`src/rtl/usbd_regs_pkg.sv`:
```
package usbd_regs_pkg;

   typedef enum logic [2:0] {
      SEL_ADDR   = 3'd0,
      SEL_PWR    = 3'd1,
      SEL_INFLG  = 3'd2,
      SEL_COMFLG = 3'd3,
      SEL_OUTFLG = 3'd4
   } reg_sel_e;

   localparam int unsigned PWR_ISO_BIT  = 7;
   localparam int unsigned PWR_RST_BIT  = 3;
   localparam int unsigned PWR_RES_BIT  = 2;
   localparam int unsigned PWR_SUSP_BIT = 1;
   localparam int unsigned PWR_SEN_BIT  = 0;

   localparam int unsigned COM_SUSP_BIT = 0;
   localparam int unsigned COM_SOF_BIT  = 1;
   localparam int unsigned COM_W        = 2;

   typedef struct packed {
      logic iso_wait;
      logic resume;
      logic suspend;
      logic susp_en;
   } pwr_state_t;

endpackage

```
`src/rtl/usbd_addr_reg.sv`:
```
module usbd_addr_reg #(
   parameter int unsigned AW = 7
) (
   input  logic          clk,
   input  logic          rst_n,
   input  logic          clr_i,
   input  logic          wr_i,
   input  logic [AW-1:0] wdata_i,
   input  logic          apply_i,
   output logic [AW-1:0] pend_o,
   output logic          upd_o,
   output logic [AW-1:0] eff_o
);

   logic [AW-1:0] pend_q, eff_q;
   logic          upd_q;

   always_ff @(posedge clk or negedge rst_n) begin
      if (!rst_n) begin
         pend_q <= '0;
         eff_q  <= '0;
         upd_q  <= 1'b0;
      end else if (clr_i) begin
         pend_q <= '0;
         eff_q  <= '0;
         upd_q  <= 1'b0;
      end else begin
         if (apply_i && upd_q) eff_q <= pend_q;
         if (wr_i) begin
            pend_q <= wdata_i;
            upd_q  <= 1'b1;
         end else if (apply_i) begin
            upd_q  <= 1'b0;
         end
      end
   end

   assign pend_o = pend_q;
   assign upd_o  = upd_q;
   assign eff_o  = eff_q;

endmodule

```
`src/rtl/usbd_irq_flags.sv`:
```
module usbd_irq_flags #(
   parameter int unsigned W = 6
) (
   input  logic         clk,
   input  logic         rst_n,
   input  logic         clr_i,
   input  logic         rd_i,
   input  logic [W-1:0] ev_i,
   output logic [W-1:0] flags_o
);

   logic [W-1:0] flag_q;

   for (genvar g = 0; g < W; g++) begin : g_flag
      always_ff @(posedge clk or negedge rst_n) begin
         if (!rst_n)     flag_q[g] <= 1'b0;
         else if (clr_i) flag_q[g] <= 1'b0;
         else            flag_q[g] <= (flag_q[g] & ~rd_i) | ev_i[g];
      end
   end

   assign flags_o = flag_q;

endmodule

```
`src/rtl/usbd_pwr_ctl.sv`:
```
module usbd_pwr_ctl #(
   parameter int unsigned CLK_PER_MS = 48000,
   parameter int unsigned IDLE_MS    = 3,
   parameter int unsigned RESUME_MS  = 10
) (
   input  logic clk,
   input  logic rst_n,
   input  logic clr_i,
   input  logic wr_i,
   input  logic wr_iso_i,
   input  logic wr_res_i,
   input  logic wr_sen_i,
   input  logic com_rd_i,
   input  logic bus_idle_i,
   input  logic sof_i,
   input  logic pkt_rdy_i,
   output usbd_regs_pkg::pwr_state_t st_o,
   output logic susp_ev_o,
   output logic iso_zlp_o
);

   localparam int unsigned IDLE_CYC = IDLE_MS * CLK_PER_MS;
   localparam int unsigned RES_CYC  = RESUME_MS * CLK_PER_MS;
   localparam int unsigned IW       = $clog2(IDLE_CYC + 1);
   localparam int unsigned RW       = $clog2(RES_CYC + 1);

   logic [IW-1:0] idle_cnt;
   logic [RW-1:0] res_cnt;
   logic          iso_q, sen_q, susp_q, res_q, zlp_q;
   logic          susp_hit, res_start, res_wr;

   assign susp_hit  = bus_idle_i && sen_q && (idle_cnt == IW'(IDLE_CYC - 1));
   assign res_wr    = wr_i && wr_res_i;
   assign res_start = res_wr && !res_q;

   always_ff @(posedge clk or negedge rst_n) begin
      if (!rst_n)                           idle_cnt <= '0;
      else if (clr_i || !(bus_idle_i && sen_q)) idle_cnt <= '0;
      else if (idle_cnt != IW'(IDLE_CYC))  idle_cnt <= idle_cnt + 1'b1;
   end

   always_ff @(posedge clk or negedge rst_n) begin
      if (!rst_n)                 susp_q <= 1'b0;
      else if (clr_i)             susp_q <= 1'b0;
      else if (susp_hit)          susp_q <= 1'b1;
      else if (com_rd_i || res_wr) susp_q <= 1'b0;
   end

   always_ff @(posedge clk or negedge rst_n) begin
      if (!rst_n) begin
         res_q   <= 1'b0;
         res_cnt <= '0;
      end else if (clr_i) begin
         res_q   <= 1'b0;
         res_cnt <= '0;
      end else if (res_start) begin
         res_q   <= 1'b1;
         res_cnt <= '0;
      end else if (res_q) begin
         if (res_cnt == RW'(RES_CYC - 1)) res_q <= 1'b0;
         else                             res_cnt <= res_cnt + 1'b1;
      end
   end

   always_ff @(posedge clk or negedge rst_n) begin
      if (!rst_n) begin
         iso_q <= 1'b0;
         sen_q <= 1'b0;
      end else if (clr_i) begin
         iso_q <= 1'b0;
         sen_q <= 1'b0;
      end else if (wr_i) begin
         iso_q <= wr_iso_i;
         sen_q <= wr_sen_i;
      end
   end

   always_ff @(posedge clk or negedge rst_n) begin
      if (!rst_n)              zlp_q <= 1'b0;
      else if (clr_i || sof_i) zlp_q <= 1'b0;
      else if (!iso_q)         zlp_q <= 1'b0;
      else if (pkt_rdy_i)      zlp_q <= 1'b1;
   end

   assign st_o.iso_wait = iso_q;
   assign st_o.resume   = res_q;
   assign st_o.suspend  = susp_q;
   assign st_o.susp_en  = sen_q;
   assign susp_ev_o     = susp_hit;
   assign iso_zlp_o     = zlp_q;

endmodule

```
`src/rtl/usbd_ctl_regs.sv`:
```
module usbd_ctl_regs #(
   parameter int unsigned CLK_PER_MS = 48000,
   parameter int unsigned IDLE_MS    = 3,
   parameter int unsigned RESUME_MS  = 10,
   parameter int unsigned N_EP       = 5
) (
   input  logic            clk,
   input  logic            rst_n,
   input  logic [2:0]      cpu_addr,
   input  logic            cpu_wr,
   input  logic            cpu_rd,
   input  logic [7:0]      cpu_wdata,
   output logic [7:0]      cpu_rdata,
   input  logic            bus_idle_i,
   input  logic            bus_rst_i,
   input  logic            sof_i,
   input  logic            xfer_done_i,
   input  logic            pkt_rdy_i,
   input  logic [N_EP:0]   in_ev_i,
   input  logic [N_EP:1]   out_ev_i,
   output logic [6:0]      dev_addr,
   output logic            suspend_o,
   output logic            resume_o,
   output logic            iso_zlp_o
);
   import usbd_regs_pkg::*;

   localparam int unsigned AW    = 7;
   localparam int unsigned IN_W  = N_EP + 1;

   if (RESUME_MS < 1 || RESUME_MS > 15) begin : g_bad_resume
      $error("RESUME_MS must lie in 1..15");
   end
   if (N_EP < 1 || N_EP > 6) begin : g_bad_nep
      $error("N_EP must lie in 1..6");
   end
   if (CLK_PER_MS < 1 || IDLE_MS < 1) begin : g_bad_time
      $error("CLK_PER_MS and IDLE_MS must be nonzero");
   end

   reg_sel_e sel;
   assign sel = reg_sel_e'(cpu_addr);

   logic wr_addr, wr_pwr, rd_in, rd_out, rd_com;
   assign wr_addr = cpu_wr && (sel == SEL_ADDR);
   assign wr_pwr  = cpu_wr && (sel == SEL_PWR);
   assign rd_in   = cpu_rd && (sel == SEL_INFLG);
   assign rd_out  = cpu_rd && (sel == SEL_OUTFLG);
   assign rd_com  = cpu_rd && (sel == SEL_COMFLG);

   logic [AW-1:0]   pend_addr;
   logic            upd;
   pwr_state_t      pst;
   logic            susp_ev;
   logic [IN_W-1:0] in_flags;
   logic [N_EP-1:0] out_flags;
   logic [COM_W-1:0] com_flags, com_ev;

   usbd_addr_reg #(.AW(AW)) u_addr (
      .clk     (clk),
      .rst_n   (rst_n),
      .clr_i   (bus_rst_i),
      .wr_i    (wr_addr),
      .wdata_i (cpu_wdata[AW-1:0]),
      .apply_i (xfer_done_i),
      .pend_o  (pend_addr),
      .upd_o   (upd),
      .eff_o   (dev_addr)
   );

   usbd_pwr_ctl #(
      .CLK_PER_MS (CLK_PER_MS),
      .IDLE_MS    (IDLE_MS),
      .RESUME_MS  (RESUME_MS)
   ) u_pwr (
      .clk        (clk),
      .rst_n      (rst_n),
      .clr_i      (bus_rst_i),
      .wr_i       (wr_pwr),
      .wr_iso_i   (cpu_wdata[PWR_ISO_BIT]),
      .wr_res_i   (cpu_wdata[PWR_RES_BIT]),
      .wr_sen_i   (cpu_wdata[PWR_SEN_BIT]),
      .com_rd_i   (rd_com),
      .bus_idle_i (bus_idle_i),
      .sof_i      (sof_i),
      .pkt_rdy_i  (pkt_rdy_i),
      .st_o       (pst),
      .susp_ev_o  (susp_ev),
      .iso_zlp_o  (iso_zlp_o)
   );

   usbd_irq_flags #(.W(IN_W)) u_in_flg (
      .clk     (clk),
      .rst_n   (rst_n),
      .clr_i   (bus_rst_i),
      .rd_i    (rd_in),
      .ev_i    (in_ev_i),
      .flags_o (in_flags)
   );

   usbd_irq_flags #(.W(N_EP)) u_out_flg (
      .clk     (clk),
      .rst_n   (rst_n),
      .clr_i   (bus_rst_i),
      .rd_i    (rd_out),
      .ev_i    (out_ev_i),
      .flags_o (out_flags)
   );

   always_comb begin
      com_ev               = '0;
      com_ev[COM_SUSP_BIT] = susp_ev;
      com_ev[COM_SOF_BIT]  = sof_i;
   end

   usbd_irq_flags #(.W(COM_W)) u_com_flg (
      .clk     (clk),
      .rst_n   (rst_n),
      .clr_i   (bus_rst_i),
      .rd_i    (rd_com),
      .ev_i    (com_ev),
      .flags_o (com_flags)
   );

   logic [7:0] rd_mux, pwr_view;

   always_comb begin
      pwr_view               = '0;
      pwr_view[PWR_ISO_BIT]  = pst.iso_wait;
      pwr_view[PWR_RST_BIT]  = bus_rst_i;
      pwr_view[PWR_RES_BIT]  = pst.resume;
      pwr_view[PWR_SUSP_BIT] = pst.suspend;
      pwr_view[PWR_SEN_BIT]  = pst.susp_en;
   end

   always_comb begin
      case (sel)
         SEL_ADDR:   rd_mux = {upd, pend_addr};
         SEL_PWR:    rd_mux = pwr_view;
         SEL_INFLG:  rd_mux = 8'(in_flags);
         SEL_COMFLG: rd_mux = 8'(com_flags);
         SEL_OUTFLG: rd_mux = 8'({out_flags, 1'b0});
         default:    rd_mux = '0;
      endcase
   end

   always_ff @(posedge clk or negedge rst_n) begin
      if (!rst_n)      cpu_rdata <= '0;
      else if (cpu_rd) cpu_rdata <= rd_mux;
   end

   assign suspend_o = pst.suspend;
   assign resume_o  = pst.resume;

endmodule

```
`config.mk`:
```
export PLATFORM = sky130hd
export DESIGN_NAME = usbd_ctl_regs
export DESIGN_NICKNAME = d
export VERILOG_FILES = /design/src/rtl/usbd_regs_pkg.sv /design/src/rtl/usbd_addr_reg.sv /design/src/rtl/usbd_irq_flags.sv /design/src/rtl/usbd_pwr_ctl.sv /design/src/rtl/usbd_ctl_regs.sv
export SDC_FILE = /design/constraint.sdc
export NUM_CORES = 1
export LEC_CHECK = 0
export ABC_AREA = 1
export CAP_MARGIN = 5
export CELL_PAD_IN_SITES_DETAIL_PLACEMENT = 2
export CELL_PAD_IN_SITES_GLOBAL_PLACEMENT = 2
export CORE_MARGIN = 2
export CORE_UTILIZATION = 41
export CTS_CLUSTER_SIZE = 8
export DETAILED_ROUTE_END_ITERATION = 7
export DONT_BUFFER_PORTS = 1
export PLACE_DENSITY = 0.95
export SLEW_MARGIN = 20
export SYNTH_ARGS = -nofsm -noshare
export SYNTH_HDL_FRONTEND = slang
export SYNTH_HIERARCHICAL = 1
export SYNTH_SLANG_ARGS = --single-unit
export TNS_END_PERCENT = 20
```
`constraint.sdc`:
```
create_clock -name clk -period 4.78 [get_ports clk]
set_clock_uncertainty 0.2 [all_clocks]
set_input_delay 0.956 -clock clk [delete_from_list [all_inputs] [get_ports clk]]
set_output_delay 0.956 -clock clk [all_outputs]
set_load 0.01 [all_outputs]
```
Word-level counts from Yosys, hierarchy flattened
Cells that the tools add are included.
{ "totals": {"ff_bits": 78, "in_bits": 31, "output_inout_bits": 18, "word_cells": 129} }
{ "classes": {"add_sub_neg": 2, "n_eq_ne": 9, "mux": 41, "bitwise_logic": 29, "n_reduce_logical": 24} }
{ "op_table": {"columns": ["op", "n"], "rows": [
  ["19-bit two-way mux", 4],
  ["8-bit case mux with 5 select lines", 1],
  ["18-bit two-way mux", 2],
  ["1-bit two-way mux", 30],
  ["7-bit two-way mux", 4],
  ["19-bit by 1-bit adder with 19-bit output (second input constant)", 1],
  ["19-bit == test (second input constant)", 1],
  ["18-bit by 1-bit adder with 18-bit output (second input constant)", 1],
  ["18-bit == test (second input constant)", 1],
  ["18-bit != test (second input constant)", 1],
  ["1-bit AND", 13],
  ["1-bit bitwise OR", 13],
  ["1-bit logical AND", 10],
  ["3-bit nonzero test", 3],
  ["2-bit nonzero test", 4],
  ["3-bit by 2-bit == test with 1-bit output (second input constant)", 2],
  ["3-bit by 1-bit == test with 1-bit output (second input constant)", 1],
  ["3-bit == test (second input constant)", 1],
  ["3-bit zero test", 1],
  ["1-bit logical OR", 3],
  ["3-bit by 2-bit != test with 1-bit output (second input constant)", 1],
  ["3-bit != test (second input constant)", 1],
  ["1-bit inverter", 3],
  ["1-bit zero test", 2],
  ["2-bit AND reduction", 1]
]} }

Longest topological paths before layout
Gate-level depths: netlist of the first run.
{ "logic_depth": {"ltp_word": 7, "depth_mapped": 12, "ltp_nobuf": 10} }

Hierarchy
Netlist of the first run, hierarchy kept.
{ "by_module_without_submodules": {"columns": ["module", "instances", "cells_per_inst", "area_per_inst_um2", "seq_area_each_um2"], "rows": [
  ["usbd_pwr_ctl", 1, 359, 2728.9, 1051.0],
  ["usbd_addr_reg", 1, 81, 711.9, 375.4],
  ["usbd_ctl_regs", 1, 88, 650.6, 200.2],
  ["usbd_irq_flags at u_in_flg", 1, 25, 229.0, 150.1],
  ["usbd_irq_flags at u_out_flg", 1, 21, 191.4, 125.1],
  ["usbd_irq_flags at u_com_flg", 1, 9, 78.8, 50.0]
]} }

Worst setup path before layout of the first run
OpenSTA, ideal clock, no wires.
{ "synth_path": {"path_type": "in2reg", "start": "in cpu_addr[1]", "end": "reg u_pwr.res_cnt[9]", "setup_time_ns": 0.121, "t_arrival_ns": 2.301, "t_required_ns": 4.459, "path_slack_ns": 2.158, "path_stages": 12, "n_path_buf": 2, "cell_sequence": "buf_6 > inv_1 > nand3_2 > nor2_1 > nand2_1 > nor2_1 > inv_1 > nand2_1 > nand2_4 > buf_12 > nand2_1 > o21ai_2"} }
{ "synth_via": {"elab_chain_len": 6, "word_cells_on_any_way": 9, "classes_between": "eq/ne: 2; mux: 2; reduce/logical: 5"} }
{ "synth_lines": {"columns": ["element", "line_no", "rtl"], "rows": [
  ["start: declaration", "usbd_ctl_regs.sv:9", "input logic [2:0] cpu_addr,"],
  ["3-bit by 1-bit == test with 1-bit output (*)", "usbd_ctl_regs.sv:46", "assign wr_pwr = cpu_wr && (sel == SEL_PWR);"],
  ["1-bit logical AND (*)", "usbd_ctl_regs.sv:46", null],
  ["via wr_pwr", "usbd_ctl_regs.sv:44", "logic wr_addr, wr_pwr, rd_in, rd_out, rd_com;"],
  ["1-bit logical AND (*)", "usbd_pwr_ctl.sv:33", "assign res_wr = wr_i && wr_res_i;"],
  ["1-bit logical AND (*)", "usbd_pwr_ctl.sv:34", "assign res_start = res_wr && !res_q;"],
  ["3-bit by 2-bit != test with 1-bit output (no source line) (tied with other cells)", null, null],
  ["2-bit AND reduction (no source line) / 19-bit two-way mux (equally long branches)", null, null],
  ["end signal: assignment", "usbd_pwr_ctl.sv:61", "else res_cnt <= res_cnt + 1'b1;"],
  ["end: declaration", "usbd_pwr_ctl.sv:28", "logic [RW-1:0] res_cnt;"]
]} }
The timed path passes the listed nets; every way through them passes the cells marked *.
A chain may end at the register's enable or synchronous reset.

Final worst setup path of the first run
{ "layout_path": {"start": "in cpu_addr[1]", "end": "reg u_pwr.res_cnt[14]"} }
Same word-level chain as after synthesis.

==> results of run 1 <==
[logic make-up (layout without fill, tap and decap cells)]
group / count (synthesis) / count (layout) / share of synthesized area, %
fa+ha+maj: 3 / 3 / 0.818
buf+inv: 90 / 88 / 10.5
compound gates: 60 / 60 / 8.26
xor+xnor: 12 / 12 / 2.29
simple gates: 340 / 340 / 35.7
flops: 78 / 78 / 42.5
[registers in the layout, summed over array words and instances, names as in the netlist, 2 cells and up]
name and count:
u_in_flg/flags_o 6, u_pwr/res_cnt 19, u_com_flg/flags_o 2, u_pwr/idle_cnt 18, cpu_rdata 8, u_out_flg/flags_o 5
u_addr/eff_o 7, u_addr/pend_o 7
[report_power, final]
part,internal (mW),switching (mW),leakage (nW),total [mW]
Clock,0.312,0.296,0.113,0.609
Combinational,0.0194,0.0459,0.938,0.0653
Sequential,0.674,0.0166,1.07,0.690
Total,1.01,0.359,2.12,1.36
[area by class of cell]
type,instances,area (um2),area share [%]
clock buffers,10,138,2.86
clock inverters,6,93.8,1.95
inverters,72,293,6.09
multi-input cells,415,2160,44.9
flip-flops and latches,78,1950,40.6
well taps,140,175,3.64
[per-stage QoR]
step / hold WS (ps) / power, mW / instance area, um2 / setup slack (ps)
4_1_cts: 39.1 / 1.37 / 4810 / 2130
3_3_place_gp: 283 / 0.757 / 4580 / 2100
5_1_grt: 39.0 / 1.40 / 4810 / 1940
6_report: 48.5 / 1.36 / 4810 / 2080
2_1_floorplan: 254 / 0.763 / 4590 / 2160
3_5_place_dp: 299 / 0.764 / 4580 / 1820
[cell usage after synthesis, drive strengths merged]
cell	instances
a21oi	25
a22oi	1
a31oi	1
and2	1
buf	17
clkbuf	1
clkinv	2
dfrtp	78
ha	3
inv	70
nand2	173
nand3	52
nand3b	1
nand4	24
nor2	72
nor3	12
nor4	3
o21ai	30
o21bai	3
or2	2
xnor2	6
xor2	6
[placed cells by master, fill, tap and decap left out, types with 2 or more instances in the layout]
master and count:
nor2_8 2, o21ai_0 10, or2_2 2, nor2_2 4, xnor2_1 6, nand3_2 4, nand2_2 11, ha_1 3
nand4_1 21, nor2_4 3, nor4_1 3, nand2_1 158, nand4_4 2, o21bai_1 3, nor2_1 63, nor3_1 10
nand3_1 47, nand2_4 4, nor3_2 2, dfrtp_1 78, inv_2 2, inv_6 2, xor2_1 6, o21ai_1 2
clkinv_4 3, inv_4 2, clkbuf_8 10, a21oi_1 25, o21ai_2 18, inv_1 64, bufinv_16 2
[worst max path at each step]
stage | from | endpoint | slack (ps) | cells after the start
2_1_floorplan | cpu_addr[1] | u_pwr/res_cnt[9] | 2160 | 12
3_3_place_gp | cpu_addr[1] | u_pwr/res_cnt[3] | 2100 | 10
3_5_place_dp | cpu_addr[1] | u_pwr/res_cnt[0] | 1820 | 10
4_1_cts | cpu_addr[1] | u_pwr/res_cnt[14] | 2130 | 10
5_1_grt | cpu_addr[1] | u_pwr/res_cnt[6] | 1940 | 10
6_report | cpu_addr[1] | u_pwr/res_cnt[14] | 2080 | 10
[routing by layer]
metal	vias up	GRT usage (%)	wire, um
met5	-	0	0
met4	0	16.5	742
met3	53	5.51	727
met2	127	50.2	8450
met1	2090	34.0	6880
li1	1849	-	-
==> results.ini, run 1 <==
[timing]
fin_crit_ps = 2700
fmax_ghz = 0.370
slew-limit-headroom_pct = 33.5
worst_margin_pin_slew_ps = 993
final_report_setup_violation_count = 0
timing.final.crit_share_pct = 56.5
grt_setup_unrepaired = false
drv_slew = 0
final_sum_of_negative_setup_slack_ps = 0
timing_hold_violations_final = 0

[setup_path]
reg2reg_setup_slack_ps = 2510
critical_r2r_launch = u_pwr/res_cnt[0]
cp_cell_sequence = inv_1 -> nand3_2 -> nor2_1 -> nand2_1 -> nor2_1 -> inv_1 -> nand2_1 -> nand2_4 -> nand2_1 -> o21ai_2
path_common_cell = nand2_1
crit_buf_inv = 2
timing_worst_setup_path_type = in -> reg
critical_path.reg2reg.endpoint = u_pwr/res_cnt[14]
endpoint_kind = flop
crit_fanout = 20
cp_top_family = simple AND/OR/NAND/NOR gates
largest_stage_delay_on_the_critical_path_ps = 270
crit_slowest_cell = nor2_1
arrival_time_worst_endpoint_ps = 2760
timing.critical_path.required_ps = 4840
worstRegToRegCells = 9
critical_path.startpoint_type = primary input

[synth]
synthDominantAreaCellType = dfrtp_1
synth_cells = 583
syn_area_per_cell_um2 = 7.87
synth_top_cells_by_area = dfrtp_1 43%, nand2_1 13%, inv_1 5.2%
synth.distinct_cells = 43
synth_seq_area_share_pct = 42.5
ys_ff_latch = 78
netlist.area_leader.share_pct = 42.5
mappedNetlistNets = 617
yosysWarnings = 6
post_syn_area_um2 = 4590

[clock_tree]
tritoncts = done
cts-resized-gates = 0
clock_sinks = 78
clock_tree.htree_level_count = 3
clock-root-buffer = clkbuf_8
clkLatencyLatePin_ps = 390
clock_slew_at_the_register_clock_pins_of_the_worst_setup_and_hold_paths_ps = 100
clockBufferDepth = 2
tritoncts.num_buffers = 9
cts.repair_timing.setup_buffer_count = 0
cts-hold-fix-buffers = 0

[place]
post-place-cells = 705
place.detailed.hpwl_um = 10400
placer_congestion_estimate = 0.821
portBuffers = 0

[finish]
final_util_pct = 44.2
layout-drive-gt1-share_pct = 13.3
layout.nets = 610
fill_cells = 1226
final_cells = 721
area_growth_syn_to_layout_pct = 4.77
n_antenna_cell = 0

[global_routing]
maximum_number_of_pins_on_one_net_before_global_route_repair = 79
first_global_vias = 4675
antenna_found_initial = 0
grt_use_total_pct = 29.2
global_route_overflow = 0
grt_pass1_wl_um = 26200

[die]
dieHeight_um = 110
fp.coreArea_um2 = 10900
design.die.area_um2 = 12100
die_width_um = 110
floorplan.initialDensity_pct = 42.2
top_level_ports = 49
floorplan.rows = 38

[pwr]
vdd.ir_drop.worst_uv = 171
pwr_density_cell_nw_per_um2 = 284
static-leakage-power_nw = 2.12

[run_status]
status = finished clean

[route]
drc = 0
routedWlPerCell_um = 23.3
total_routed_length_um = 16800
avgViaCountPerCell = 5.71
detail_route.first_pass.iterations = 4
drt.antenna.violating_nets = 0
drt_iter0_markers = 243
vias = 4119

[flow_run]
max-cap-violations = 0

[worst_hold_path]
hold_path_class = in -> async

Note: power is estimated with default switching activity, not from simulation.
==> inputs of run 2 (changes only) <==
Settings changed: CORE_UTILIZATION 41 to 38, PLACE_DENSITY 0.95 to 0.9.
Clock period 4.78 ns to 2.8 ns, I/O delays scaled along.
==> results.ini, run 2 (synthesis results as in run 1) <==
[run_status]
status = finished clean

[timing]
drv_slew = 0
fmax_ghz = 0.432
grt_setup_unrepaired = false
fin_crit_ps = 2320
final_sum_of_negative_setup_slack_ps = 0
final_report_setup_violation_count = 0
timing_hold_violations_final = 0
slew-limit-headroom_pct = 49.2
hold-worst-slack_ps = 80.5
timing.final.crit_share_pct = 82.8
worst_margin_pin_slew_ps = 759

[die]
floorplan.initialDensity_pct = 38.5
fp.coreArea_um2 = 11900
die_width_um = 114
dieHeight_um = 114
design.die.area_um2 = 13000
floorplan.rows = 40
top_level_ports = 49

[clock_tree]
tritoncts.num_buffers = 9
clkLatencyLatePin_ps = 340
tritoncts = done
clock_tree.htree_level_count = 3
clock_slew_at_the_register_clock_pins_of_the_worst_setup_and_hold_paths_ps = 60
clockBufferDepth = 2
clock_sinks = 78
cts-resized-gates = 0
clock-root-buffer = clkbuf_16

[route]
drt_iter0_markers = 260
avgViaCountPerCell = 5.56
routedWlPerCell_um = 21.1
drc = 0
vias = 4067
total_routed_length_um = 15500
drt.antenna.violating_nets = 0
detail_route.first_pass.iterations = 4

[setup_path]
timing_worst_setup_path_type = in -> reg
path_common_cell = nand2_1
crit_fanout = 20
crit_slowest_cell = nor2_1
endpoint_kind = flop
cp_top_family = simple AND/OR/NAND/NOR gates
critical_path.startpoint_type = primary input
crit_buf_inv = 2
cp_cell_sequence = inv_1 -> nand3_2 -> nor2_1 -> nand2_1 -> nor2_1 -> inv_1 -> nand2_1 -> nand2_4 -> nand2_1 -> o21ai_2
arrival_time_worst_endpoint_ps = 2330
largest_stage_delay_on_the_critical_path_ps = 270
timing.critical_path.required_ps = 2810

[finish]
fill_cells = 1360
layout.nets = 613
area_growth_syn_to_layout_pct = 7.96
n_antenna_cell = 0
top_regs = u_pwr/res_cnt (19), u_pwr/idle_cnt (18), cpu_rdata (8)
final_common_cell = nand2_1
top_library_cells_by_usage_in_the_layout_fill_and_taps_aside = 158 x nand2_1, 78 x dfrtp_1, 64 x inv_1, 63 x nor2_1, 47 x nand3_1
layout-drive-gt1-share_pct = 13.4
final_cells = 731
largest_register_ff_count = 19
most_flop_heavy_register = u_pwr/res_cnt
post_layout_instance_area_um2 = 4960

[place]
placer_congestion_estimate = 0.827
portBuffers = 0
cell_area_after_placement_um2 = 4590
place.detailed.hpwl_um = 9860
post-place-cells = 713

[pwr]
netSwitchingFraction_pct = 23.9
switchingPower_mw = 0.626
power_frac_clock_pct = 49.9
internal-power_mw = 2.00
seq_power_share_pct = 44.9
static-leakage-power_nw = 2.18
share_comb_of_total_power_pct = 5.1
pwr_density_cell_nw_per_um2 = 529
vdd.ir_drop.worst_uv = 286

[global_routing]
first_global_vias = 4766
grt_use_total_pct = 25.5
grt_pass1_wl_um = 25700
maximum_number_of_pins_on_one_net_before_global_route_repair = 79
global_route_overflow = 0
antenna_found_initial = 0

[flow_run]
max-cap-violations = 0

[worst_hold_path]
hold_path_class = in -> reg

-- run 2: final cells by class --
type                    count  area (um2)  area share (%)
clock buffers              11         243            4.90
clock inverters             5        81.3            1.64
inverters                  72         293            5.91
multi-input cells         415        2160            43.5
flip-flops and latches     78        1950            39.4
well taps                 147         184            3.71
repair buffers              3        45.0           0.909
-- run 2: repair_timing --
item,4_1_cts,5_1_grt
setup endpoints to repair,0,0
hold buffers,2,0
buffers inserted,0,0
hold endpoints to repair,78,0
-- run 2: path summary, 6_finish.rpt --
check	startpoint	to	slack, ps	depth (start not counted)
max	cpu_addr[1]	u_pwr/res_cnt[3]	480	10
min	bus_rst_i	u_out_flg/flags_o[4]	80	1
min in group asynchronous	rst_n	u_pwr/res_cnt[11]	610	2
max reg2reg	u_pwr/res_cnt[0]	u_pwr/res_cnt[3]	630	9
min reg2reg	u_addr/pend_o[5]	u_addr/pend_o[5]	330	2
max in group asynchronous	rst_n	u_pwr/sen_q	1440	2
-- run 2: through the flow --
step           total power, mW  util [%]  worst slack, ps
2_1_floorplan             1.30         -              574
3_3_place_gp              1.29      38.6              535
3_5_place_dp              1.30      38.6              225
4_1_cts                   2.65      41.6              446
5_1_grt                   2.72      41.6              380
6_report                  2.62      41.6              483
-- run 2: power by group through the flow --
stage	registers [mW]	clock network [mW]	logic (mW)
4_1_cts	1.18	1.33	0.137
2_1_floorplan	1.19	0	0.113
5_1_grt	1.18	1.38	0.152
6_report	1.18	1.31	0.135
3_5_place_dp	1.20	0	0.101
3_3_place_gp	1.20	0	0.0941
-- run 2: layer usage --
layer / share of wire [%] / track usage (%) / vias to the layer above
met4: 2.7 / 9.43 / 0
li1: - / - / 1861
met3: 4.0 / 4.68 / 35
met1: 41 / 29.6 / 2089
met2: 53 / 46.9 / 82
met5: 0 / 0 / -
==> inputs of run 3 (changes only) <==
Settings changed: ABC_AREA 1 to 0, CORE_UTILIZATION 38 to 36, PLACE_DENSITY 0.9 to 0.85.
Clock period 2.8 ns to 2 ns, I/O delays scaled along.
==> results.ini, run 3 <==
[timing]
fin_crit_ps = 2190
fmax_ghz = 0.456
timing.final.crit_share_pct = 110
post-route-worst-setup-slack_ps = -193
worst_margin_pin_slew_ps = 759
drv_slew = 0
timing_hold_violations_final = 78
grt_setup_unrepaired = true
final_report_setup_violation_count = 13
final_sum_of_negative_setup_slack_ps = -962
slew-limit-headroom_pct = 49.4
hold-worst-slack_ps = -469

[global_routing]
grt_pass1_wl_um = 24000
first_global_vias = 4171
maximum_number_of_pins_on_one_net_before_global_route_repair = 79
antenna_found_initial = 0
global_route_overflow = 0
grt_use_total_pct = 25.5

[synth]
synth_common_cells = 78 x dfrtp_1, 35 x a21oi_1, 27 x nor2_1
synth_simple_gate_area_share_pct = 23.5
post_syn_area_um2 = 4090
synth-xor-area-share_pct = 2.36
synthDominantAreaCellType = dfrtp_1
ys_dominant_reg_cell = dfrtp_1
syn_area_per_cell_um2 = 9.88
yosysMostFrequentCell = dfrtp_1
synth_seq_area_share_pct = 47.7
synth_top_family_by_area = simple AND/OR/NAND/NOR gates
synthArstFlopShare_pct = 100
mappedNetlistNets = 448
netlist.area_leader.share_pct = 47.7
synth_cells = 414
synth.distinct_cells = 61
yosysWarnings = 6
synthAdderAreaFrac_pct = 0.918
synth-edff-count = 0
fraction_of_the_mapped_netlist_area_in_compound_gates_pct = 13.6
post_synth_mux_area_share_pct = 6.30
synth_top_cells_by_area = dfrtp_1 48%, mux2i_1 4.6%, a21oi_1 4.3%
ys_ff_latch = 78

[clock_tree]
clock_sinks = 78
clkLatencyLatePin_ps = 360
clock_tree.htree_level_count = 3
clock_slew_at_the_register_clock_pins_of_the_worst_setup_and_hold_paths_ps = 70
tritoncts = done
clockBufferDepth = 2
clock-root-buffer = clkbuf_16
tritoncts.num_buffers = 9
cts-hold-fix-buffers = 12

[finish]
final_cells = 600
top_library_cells_by_usage_in_the_layout_fill_and_taps_aside = 77 x dfrtp_1, 37 x buf_4, 34 x a21oi_1, 26 x nand3_1, 25 x nor2_1
most_flop_heavy_register = u_pwr/res_cnt
final_common_cell = dfrtp_1
n_antenna_cell = 0
final_util_pct = 45.8
largest_register_ff_count = 19
layout-drive-gt1-share_pct = 22.8
top_regs = u_pwr/res_cnt (19), u_pwr/idle_cnt (18), cpu_rdata (8)
layout.nets = 489
area_growth_syn_to_layout_pct = 22.9

[die]
dieHeight_um = 111
fp.coreArea_um2 = 11000
die_width_um = 111
floorplan.rows = 38
floorplan.initialDensity_pct = 37.2
design.die.area_um2 = 12200
top_level_ports = 49

[route]
total_routed_length_um = 15400
vias = 3615
drc = 0
drt.antenna.violating_nets = 0
detail_route.first_pass.iterations = 4
drt_iter0_markers = 247
avgViaCountPerCell = 6.03
routedWlPerCell_um = 25.7

[run_status]
violated_checks = hold timing, setup timing
status = finished, violations left

[place]
portBuffers = 0
placer_congestion_estimate = 0.730
post-place-cells = 569
place.detailed.hpwl_um = 9140

[setup_path]
largest_stage_delay_on_the_critical_path_ps = 560
critical_r2r_launch = u_pwr/idle_cnt[0]
critical_path.startpoint_type = flop
path_common_cell = or4b_4
timing.critical_path.required_ps = 2020
crit_slowest_cell = or4b_4
cp_cell_sequence = inv_2 -> ha_4 -> or4b_4 -> or4b_4 -> o211ai_2 -> a21oi_1
timing_worst_setup_path_type = reg -> reg
endpoint_kind = flop
critical_path.startpoint = u_pwr/idle_cnt[0]
crit_fanout = 4
arrival_time_worst_endpoint_ps = 2210

[pwr]
vdd.ir_drop.worst_uv = 718
static-leakage-power_nw = 2.12
pwr_density_cell_nw_per_um2 = 680

[flow_run]
max-cap-violations = 0

[worst_hold_path]
hold_path_class = in -> async

run 3: cell types whose count changed after synthesis, sizes merged, moves of 13 or more:
cell / delta
nand2: -152
inv: -45
nor2: -44
nand3: -26
mux2i: +19
nand2b: +18
o21ai: -14
a21oi: +13
run 3: final cells by class:
| class | count | area (um2) |
|---|---|---|
| tap | 140 | 175 |
| multi-input combinational | 288 | 2070 |
| clock inverter | 6 | 47.5 |
| clock buffer | 10 | 229 |
| sequential | 78 | 1950 |
| fill | 1134 | 5960 |
| timing repair buffer | 53 | 453 |
| inverter | 25 | 93.8 |
run 3: final timing paths:
check,to,slack [ps],depth (start not counted)
max in group asynchronous,u_pwr/res_cnt[0],1900,0
setup reg to reg,u_pwr/idle_cnt[2],-190,6
hold reg to reg,u_pwr/res_cnt[5],330,1
setup / recovery,u_pwr/idle_cnt[2],-190,6
hold / removal,u_in_flg/flags_o[4],-470,0
min in group clk,u_addr/eff_o[3],10,2
run 3: what timing repair did:
action | CTS | global route
endpoints found under the hold margin | 116 | 78
buffers inserted | 2 | 1
gates resized for setup | 17 | 19
endpoints found under the setup margin | 26 | 24
pin swaps | 4 | 6
run 3: cells by family after synthesis:
family	after synthesis
AOI/OAI and AO/OA	85
xor gates and xnor gates	11
adders and majority gates	3
buffers and inverters	48
DFF	78
muxes	23
and+or+nand+nor	166
run 3: stage by stage:
step / power [mW] / setup slack (ps) / instance area, um2
after floorplan: 1.77 / -122 / 4130
after global placement: 1.77 / -261 / 4430
after detailed placement: 1.79 / -342 / 4430
after CTS: 3.43 / -200 / 4930
final: 3.41 / -193 / 5020
after global routing: 3.52 / -260 / 5020
run 3: report_power, final:
part | internal (mW) | total [mW] | switching [mW]
registers | 1.61 | 1.64 | 0.0320
logic | 0.0795 | 0.168 | 0.0881
clock network | 0.852 | 1.61 | 0.757
run 3: layer usage:
layer	global-route usage, %	vias up	wire, um
li1	-	1568	-
met1	27.9	1866	5800
met2	45.6	133	8190
met3	5.21	48	766
met4	14.8	0	644
met5	0	-	0
run 3: critical path: cells and delay by family, from the launching register on:
kind,cells,cell delay (ps)
DFF,1,390
adders and majority gates,1,130
and+or+nand+nor,2,1020
buffers and inverters,1,90
AOI/OAI and AO/OA,2,240
